===== src/rtl/flash_op_status_pkg.sv =====
package flash_op_status_pkg;

  typedef enum logic [2:0] {
    K_NONE = 3'd0,
    K_PROG = 3'd1,
    K_CHIP = 3'd2,
    K_SECT = 3'd3,
    K_SUSP = 3'd4,
    K_RES  = 3'd5,
    K_RST  = 3'd6
  } cmd_kind_e;

  typedef enum logic [2:0] {
    ST_IDLE  = 3'd0,
    ST_PROG  = 3'd1,
    ST_ERASE = 3'd2,
    ST_SUSP  = 3'd3,
    ST_SPROG = 3'd4,
    ST_FAIL  = 3'd5
  } op_state_e;

  // status byte layout: poll, toggle, overrun, five zero bits
  function automatic logic [7:0] status_byte(logic poll, logic tog, logic ovr);
    return {poll, tog, ovr, 5'b00000};
  endfunction

  function automatic logic is_multi(cmd_kind_e k);
    return (k == K_PROG) || (k == K_CHIP) || (k == K_SECT);
  endfunction

  function automatic logic is_running(op_state_e s);
    return (s == ST_PROG) || (s == ST_ERASE) || (s == ST_SPROG);
  endfunction

endpackage


===== src/rtl/fos_seq_counter.sv =====
module fos_seq_counter
  import flash_op_status_pkg::*;
#(
  parameter int PROG_PULSES  = 4,
  parameter int ERASE_PULSES = 6
) (
  input  logic       clk,
  input  logic       rst_n,
  input  logic       we_rise,
  input  logic       seq_start,
  input  logic [2:0] cmd_kind,
  output logic       arm_prog,
  output logic       arm_erase,
  output logic       cmd_susp,
  output logic       cmd_res,
  output logic       cmd_rst
);
  localparam int MAXP = (PROG_PULSES > ERASE_PULSES) ? PROG_PULSES : ERASE_PULSES;
  localparam int CW   = $clog2(MAXP + 1);

  function automatic logic [CW-1:0] need_of(cmd_kind_e k);
    case (k)
      K_PROG:         return CW'(PROG_PULSES);
      K_CHIP, K_SECT: return CW'(ERASE_PULSES);
      default:        return CW'(1);
    endcase
  endfunction

  logic            open_q;
  logic [CW-1:0]   cnt_q;
  cmd_kind_e       kind_q;

  logic            first, step, seq_end;
  cmd_kind_e       cur_kind, in_kind;
  logic [CW-1:0]   cur_cnt;

  always_comb begin
    in_kind  = cmd_kind_e'(cmd_kind);
    first    = we_rise && seq_start;
    step     = we_rise && (first || open_q);
    cur_kind = first ? in_kind : kind_q;
    cur_cnt  = first ? CW'(1) : cnt_q + CW'(1);
    seq_end  = step && is_multi(cur_kind) && (cur_cnt == need_of(cur_kind));
  end

  assign arm_prog  = seq_end && (cur_kind == K_PROG);
  assign arm_erase = seq_end && ((cur_kind == K_CHIP) || (cur_kind == K_SECT));
  assign cmd_susp  = first && (in_kind == K_SUSP);
  assign cmd_res   = first && (in_kind == K_RES);
  assign cmd_rst   = first && (in_kind == K_RST);

  always_ff @(posedge clk or negedge rst_n) begin
    if (!rst_n) begin
      open_q <= 1'b0;
      cnt_q  <= '0;
      kind_q <= K_NONE;
    end else if (step) begin
      open_q <= is_multi(cur_kind) && !seq_end;
      cnt_q  <= cur_cnt;
      kind_q <= cur_kind;
    end
  end

endmodule


===== src/rtl/fos_toggle.sv =====
module fos_toggle (
  input  logic clk,
  input  logic rst_n,
  input  logic active,
  input  logic ce_rd,
  input  logic oe_rd,
  input  logic kick,
  output logic tog,
  output logic flip
);
  assign flip = (active && (ce_rd || oe_rd)) || kick;

  always_ff @(posedge clk or negedge rst_n) begin
    if (!rst_n)    tog <= 1'b0;
    else if (flip) tog <= ~tog;
  end
endmodule


===== src/rtl/fos_ctrl.sv =====
module fos_ctrl
  import flash_op_status_pkg::*;
(
  input  logic      clk,
  input  logic      rst_n,
  input  logic      arm_prog,
  input  logic      arm_erase,
  input  logic      cmd_susp,
  input  logic      cmd_res,
  input  logic      cmd_rst,
  input  logic      prog_msb,
  input  logic      op_done,
  input  logic      op_timeout,
  output op_state_e state,
  output logic      poll,
  output logic      susp_take,
  output logic      res_take
);
  op_state_e st_n;
  logic      poll_n;

  always_comb begin
    st_n      = state;
    poll_n    = poll;
    susp_take = 1'b0;
    res_take  = 1'b0;
    if (cmd_rst) begin
      st_n   = ST_IDLE;
      poll_n = 1'b0;
    end else begin
      case (state)
        ST_IDLE: begin
          if (arm_prog) begin
            st_n = ST_PROG; poll_n = ~prog_msb;
          end else if (arm_erase) begin
            st_n = ST_ERASE; poll_n = 1'b0;
          end
        end
        ST_PROG: begin
          if (op_timeout)   st_n = ST_FAIL;
          else if (op_done) begin st_n = ST_IDLE; poll_n = 1'b0; end
        end
        ST_ERASE: begin
          if (op_timeout)   st_n = ST_FAIL;
          else if (op_done) begin st_n = ST_IDLE; poll_n = 1'b0; end
          else if (cmd_susp) begin
            st_n = ST_SUSP; poll_n = 1'b1; susp_take = 1'b1;
          end
        end
        ST_SUSP: begin
          if (cmd_res) begin
            st_n = ST_ERASE; poll_n = 1'b0; res_take = 1'b1;
          end else if (arm_prog) begin
            st_n = ST_SPROG; poll_n = ~prog_msb;
          end
        end
        ST_SPROG: begin
          if (op_timeout)   st_n = ST_FAIL;
          else if (op_done) begin st_n = ST_SUSP; poll_n = 1'b1; end
        end
        ST_FAIL: ;
        default: begin st_n = ST_IDLE; poll_n = 1'b0; end
      endcase
    end
  end

  always_ff @(posedge clk or negedge rst_n) begin
    if (!rst_n) begin
      state <= ST_IDLE;
      poll  <= 1'b0;
    end else begin
      state <= st_n;
      poll  <= poll_n;
    end
  end
endmodule


===== src/rtl/flash_op_status.sv =====
module flash_op_status
  import flash_op_status_pkg::*;
#(
  parameter int PROG_PULSES  = 4,
  parameter int ERASE_PULSES = 6,
  parameter int DW           = 8
) (
  input  logic          clk,
  input  logic          rst_n,
  input  logic          we_rise,
  input  logic          seq_start,
  input  logic [2:0]    cmd_kind,
  input  logic          prog_msb,
  input  logic          ce_rd,
  input  logic          oe_rd,
  input  logic          op_done,
  input  logic          op_timeout,
  input  logic [DW-1:0] array_data,
  output logic [DW-1:0] dout,
  output logic          status_on
);
  // named internal events, visible to the bound checker
  logic      arm_prog_w, arm_erase_w, susp_w, res_w, rst_cmd_w;
  logic      susp_take_w, res_take_w, kick_w, run_w, fail_w, arm_any_w;
  logic      poll_w, tog_w, flip_w;
  op_state_e state_w;

  fos_seq_counter #(.PROG_PULSES(PROG_PULSES), .ERASE_PULSES(ERASE_PULSES)) u_seq (
    .clk(clk), .rst_n(rst_n), .we_rise(we_rise), .seq_start(seq_start),
    .cmd_kind(cmd_kind), .arm_prog(arm_prog_w), .arm_erase(arm_erase_w),
    .cmd_susp(susp_w), .cmd_res(res_w), .cmd_rst(rst_cmd_w)
  );

  fos_ctrl u_ctrl (
    .clk(clk), .rst_n(rst_n), .arm_prog(arm_prog_w), .arm_erase(arm_erase_w),
    .cmd_susp(susp_w), .cmd_res(res_w), .cmd_rst(rst_cmd_w), .prog_msb(prog_msb),
    .op_done(op_done), .op_timeout(op_timeout), .state(state_w), .poll(poll_w),
    .susp_take(susp_take_w), .res_take(res_take_w)
  );

  assign run_w     = is_running(state_w);
  assign fail_w    = (state_w == ST_FAIL);
  assign kick_w    = susp_take_w || res_take_w;
  assign arm_any_w = arm_prog_w || arm_erase_w;

  fos_toggle u_tog (
    .clk(clk), .rst_n(rst_n), .active(run_w), .ce_rd(ce_rd), .oe_rd(oe_rd),
    .kick(kick_w), .tog(tog_w), .flip(flip_w)
  );

  assign status_on = (state_w != ST_IDLE);

  generate
    if (DW > 8) begin : g_wide
      assign dout = status_on ? {{(DW-8){1'b0}}, status_byte(poll_w, tog_w, fail_w)} : array_data;
    end else begin : g_byte
      logic [7:0] sb;
      assign sb   = status_byte(poll_w, tog_w, fail_w);
      assign dout = status_on ? sb[7 -: DW] : array_data;
    end
  endgenerate
endmodule


===== config.mk =====
export PLATFORM = sky130hd
export DESIGN_NAME = flash_op_status
export DESIGN_NICKNAME = d
export VERILOG_FILES = /design/src/rtl/flash_op_status_pkg.sv /design/src/rtl/fos_seq_counter.sv /design/src/rtl/fos_toggle.sv /design/src/rtl/fos_ctrl.sv /design/src/rtl/flash_op_status.sv
export SDC_FILE = /design/constraint.sdc
export NUM_CORES = 1
export LEC_CHECK = 0
export CAP_MARGIN = 15
export CORE_UTILIZATION = 43
export CTS_CLUSTER_DIAMETER = 50
export CTS_CLUSTER_SIZE = 24
export DETAILED_ROUTE_END_ITERATION = 16
export PLACE_DENSITY = 0.78
export SLEW_MARGIN = 20
export SYNTH_ARGS = -nofsm -noshare
export SYNTH_HDL_FRONTEND = slang
export SYNTH_SLANG_ARGS = --single-unit

===== constraint.sdc =====
create_clock -name clk -period 2.4 [get_ports clk]
set_input_delay 0.36 -clock clk [delete_from_list [all_inputs] [get_ports clk]]
set_output_delay 0.36 -clock clk [all_outputs]
set_load 0.1 [all_outputs]

==> Word level (Yosys, flattened, before mapping) <==
Index checks and enable logic that the tools add are counted.
{ "op_classes": {"n_mux": 38, "n_eq_ne": 24, "bitwise_logic": 2, "reduce_logical": 26, "addsub": 1} }
{ "op_table": {"columns": ["cell", "count"], "rows": [
  ["2-to-1 mux 3 bit", 14],
  ["2-to-1 mux 1 bit", 20],
  ["inequality test 4 bit, second input constant", 5],
  ["case mux 3 bit (6 select lines)", 1],
  ["equality test 3 bit, second input constant", 5],
  ["inequality test 3 bit, second input constant", 5],
  ["equality test 3 x 2 -> 1 bit, second input constant", 4],
  ["logical AND 1 bit", 11],
  ["logical OR 1 bit", 9],
  ["AND reduction 9 bit", 1],
  ["2-to-1 mux 8 bit", 1],
  ["equality test 3 x 1 -> 1 bit, second input constant", 2],
  ["case mux 1 bit (6 select lines)", 1],
  ["case mux 3 bit (2 select lines)", 1],
  ["AND reduction 6 bit", 1],
  ["inequality test 5 bit, second input constant", 1],
  ["adder 3 x 1 -> 3 bit, second input constant", 1],
  ["equality test 3 bit", 1],
  ["logical NOT 3 bit", 1],
  ["nonzero test 3 bit", 1],
  ["inequality test 2 bit, second input constant", 1],
  ["NOT 1 bit", 2],
  ["OR reduction 2 bit", 1],
  ["logical NOT 1 bit", 1]
]} }
{ "totals": {"out_inout_bits": 9, "reg_bits": 12} }

==> Longest topological paths before layout <==
{ "logic_depth": {"ltp_word": 12, "ltp_mapped": 7, "depth_no_buf": 7} }

==> By module <==
Synthesis repeated with hierarchy kept, for this count alone.
{ "hier_totals": {"cells_unflattened": 126, "area_unflattened_um2": 1102.3} }
{ "by_module_without_submodules": {"columns": ["module", "area_each_um2", "instances", "cells_per_inst"], "rows": [
  ["fos_ctrl", 465.4, 1, 60],
  ["fos_seq_counter", 441.7, 1, 43],
  ["flash_op_status", 125.1, 1, 16],
  ["fos_toggle", 70.1, 1, 7]
]} }

==> Worst setup path after synthesis <==
No wires, ideal clock.
{ "synth_timing": {"path_kind": "reg2reg", "start": "register u_seq.cnt_q[0]", "end": "register u_ctrl.state[0]", "period_less_slack_ns": 2.488, "setup_time_ns": 0.128, "required_ns": 2.272, "path_stages_with_launch": 8, "n_path_buf": 0, "arrival_ns": 2.361, "path_slack_ns": -0.088, "cell_sequence": "dfrtp_1 ha_1 or3b_1 a221oi_2 o2111ai_2 o221a_4 a31o_4 mux2_1"} }
{ "synth_between": {"elab_chain_len": 8} }
{ "synth_rtl": {"columns": ["item", "line_no", "rtl"], "rows": [
  ["start, declared", "fos_seq_counter.sv:30", "logic [CW-1:0] cnt_q;"],
  ["start signal, assigned", "fos_seq_counter.sv:59", "cnt_q <= cur_cnt;"],
  ["adder 3 x 1 -> 3 bit (*)", "fos_seq_counter.sv:42", "cur_cnt = first ? CW'(1) : cnt_q + CW'(1);"],
  ["2-to-1 mux 3 bit (*)", "fos_seq_counter.sv:42", null],
  ["equality test 3 bit (*)", "fos_seq_counter.sv:43", "seq_end = step && is_multi(cur_kind) && (cur_cnt == need_of(cur_kind));"],
  ["logical AND 1 bit (*)", "fos_seq_counter.sv:43", null],
  ["logical AND 1 bit", "fos_seq_counter.sv:46", "assign arm_prog = seq_end && (cur_kind == K_PROG);"],
  ["2-to-1 mux 3 bit", "fos_ctrl.sv:33", "if (arm_prog) begin"],
  ["case mux 3 bit (6 select lines)", "fos_ctrl.sv:31", "case (state)"],
  ["2-to-1 mux 3 bit", "fos_ctrl.sv:27", "if (cmd_rst) begin"],
  ["end signal, assigned", "fos_ctrl.sv:72", "state <= st_n;"],
  ["end, declared", "fos_ctrl.sv:14", "output op_state_e state,"]
]} }
Mark *: on every way between the ends. The rest lies on a longest branch, timed or not.
A chain may end at the register's enable or synchronous reset.

==> Worst setup path in the final report <==
{ "layout_timing": {"start": "register u_seq.cnt_q[1]", "end": "register u_ctrl.state[0]"} }
Same word-level chain as after synthesis.

==> results.tsv <==
metric	value	unit
status	finished, violations left	
violations	negative setup slack	
drv_cap	0	
timing.final.crit_share	101.9	%
final_hold_viol_count	0	
layout-drive-gt1-share	22.73	%
max_freq	0.4090	GHz
synthDistinctLibCells	45	
initial_core_util	46.62	%
syn_nets	155	
power	2.194	mW
final_cells	204	
cp-start-kind	flip-flop	
setup_viol	3	
grt_pass1_vias	1077	
core_area	2276	sq um
gp_congestion	0.9184	
rsz0062_at_grt	true	
antenna_found_initial	0	
routedWlPerCell	14.31	um
mostFrequentLayoutCells	19 x clkdlybuf4s50_1, 18 x nand2_1, 18 x buf_4, 12 x o21ai_0, 12 x dfrtp_1	
drtIter0Drc	36	
worstSetupEndpoint	u_ctrl.state[0]$_DFFE_PN0P_	
worstSetupStartpoint	u_seq.cnt_q[1]$_DFFE_PN0P_	
endpoint_kind	flip-flop	
clk_pin_slew	0.08	ns
port_buffers	28	
finalCriticalPeriod	2.445	ns
r2r_end	u_ctrl.state[0]$_DFFE_PN0P_	
overflow	0	
slew_viol_final	0	
crit_arrival	2.61	ns
final_nets	199	
dp.cells	200	
synthToLayoutAreaGrowth	51.89	%
routed-via-count	1163	
fillers	157	
synthFlopType	dfrtp_1	
ant_nets	0	
synth_edf_count	0	
path_cells	ha_4 -> or3b_1 -> a221oi_2 -> o2111ai_2 -> o221a_4 -> a31o_4 -> mux2_4	
die_area	2670	sq um
diodes	0	
track_usage	23.51	%
slew_headroom	61.89	%
dp_hpwl	2330	um
routed_wl	2920	um
peakVddDrop	1.386	mV
cp_max_fo	3	
synthCells	134	
criticalPathCategory	reg2reg	
dieWidth	51.68	um
cts-root-buf	clkbuf_4	
critPathSlowestCell	dfrtp_1	
cts_sinks	12	
grt_pass1_wl	4629	um
cpPeakStageDelay	0.41	ns
min_path_type	in2async	
grt_max_degree	17	
cts-buffers-inserted	3	
fin_ws	-0.04519	ns
cts_tree	yes	
yosysWarnings	0	
die_h	51.68	um
p_leak	0.7212	nW
routed_via_density	5.701	
final_common_cell	clkdlybuf4s50_1	
route.detailed.drc	0	
cp_top_family	compound AO/OA/AOI/OAI gates	
critPathBufInv	0	
clock_skew	0.01445	ns
cts.hold.buffers_added	0	
async_flop_share	100.0	%
cp_data_required_time	2.57	ns
rows	17	
max-clock-path-buffers	2	
rr_startpoint	u_seq.cnt_q[1]$_DFFE_PN0P_	
synth_area	1061	sq um
syn_area_per_cell	7.918	sq um
worst_pin_slew	0.5698	ns
reg2reg_slack	-0.05	ns
path_depth	7	
htree_levels	1	
io-pin-count	29	
clock_latency	0.28	ns
powerDensity	1361	nW/um^2
rr_worst_depth	7	
ys_ff_latch	12	
yosysSeqAreaShare	28.30	%
drtPass1Iterations	4	
metal layers:
metal | global-route usage [%] | wire length (um) | up-vias
met5 | 0 | 0 | -
met4 | 6.757 | 48 | 0
met3 | 3.509 | 257 | 8
met2 | 43.29 | 1421 | 62
met1 | 27.94 | 1193 | 521
li1 | - | - | 572
worst register-to-register path: cells and delay by family, from the launching register on:
family,cells,cell delay [ns]
compound gates,4,1.03
fa+ha+maj,1,0.25
flops,1,0.41
mux,1,0.29
simple gates,1,0.37
final cells by class:
| cell class | count | area (sq um) | share of cell area, % |
|---|---|---|---|
| inverters | 6 | 22.52 | 1.398 |
| flip-flops and latches | 12 | 300.3 | 18.63 |
| repair buffers | 46 | 505.5 | 31.37 |
| well taps | 28 | 35.03 | 2.174 |
| multi-input cells | 109 | 725.7 | 45.03 |
| clock buffers | 3 | 22.52 | 1.398 |
cell usage after synthesis (2+ instances only):
cell type / n / area, sq um
o21ai_0: 12 / 60.06
o31ai_1: 2 / 15.01
buf_2: 2 / 10.01
inv_1: 6 / 22.52
clkbuf_1: 5 / 18.77
and3_1: 2 / 12.51
nand2b_1: 3 / 18.77
nor3_1: 5 / 25.02
dfrtp_1: 12 / 300.3
nand3_1: 3 / 15.01
or3_1: 2 / 12.51
nor2_1: 9 / 33.78
a31oi_1: 2 / 12.51
mux2_4: 2 / 30.03
and2_1: 5 / 31.28
a21oi_1: 9 / 45.04
nand2_1: 18 / 67.56
mux2i_1: 2 / 20.02
nor2b_1: 6 / 37.54
xor2_1: 2 / 17.52
cell families after synthesis:
kind of cell,after synthesis,share of synthesized area (%)
and+or+nand+nor,60,29.25
AOI/OAI and AO/OA,39,27.12
buffers and inverters,13,4.835
DFF,12,28.30
muxes,6,6.840
xor gates and xnor gates,3,2.477
adders and majority gates,1,1.179
worst min-delay path by stage:
stage	startpoint	to	slack, ns	depth (start not counted)
6_report	rst_n	u_seq.kind_q[0]$_DFFE_PN0P_	0.44	1
5_1_grt	u_tog.tog$_DFFE_PN0P_	u_tog.tog$_DFFE_PN0P_	0.48	1
3_3_place_gp	u_tog.tog$_DFFE_PN0P_	u_tog.tog$_DFFE_PN0P_	0.46	1
4_1_cts	rst_n	u_ctrl.state[0]$_DFFE_PN0P_	0.46	1
2_1_floorplan	rst_n	u_ctrl.poll$_DFFE_PN0P_	0.06	0
3_5_place_dp	u_tog.tog$_DFFE_PN0P_	u_tog.tog$_DFFE_PN0P_	0.46	1
report_power, final:
part	internal [mW]	switching (mW)	leakage, nW
Combinational	0.735	1.00	0.559
Sequential	0.265	0.0674	0.148
Clock	0.0580	0.0679	0.0138
Total	1.06	1.14	0.721
registers in the layout (all words and copies together), names as in the netlist:
register      cells
u_tog.tog         1
u_seq.kind_q      3
u_ctrl.state      3
u_seq.open_q      1
u_ctrl.poll       1
u_seq.cnt_q       3
through the flow:
stage	cell area [sq um]	utilization, %	setup TNS [ns]	hold WS (ns)	worst slack [ns]
6_report	1612	70.81	-0.1325	0.4430	-0.04519
3_5_place_dp	1578	69.32	-0.3880	0.4648	-0.1410
3_3_place_gp	1578	69.32	-0.1537	0.4577	-0.06114
2_1_floorplan	1074	-	-0.01192	0.06441	-0.01192
5_1_grt	1612	70.81	-0.3068	0.4840	-0.1069
4_1_cts	1612	70.81	-0.1208	0.4629	-0.04083
what timing repair did:
item                       4_1_cts  5_1_grt
pin swaps                        1        0
buffers inserted                 1        0
gates resized for setup          1        0
setup endpoints to repair        3        3
(Power assumes the default switching activity.)
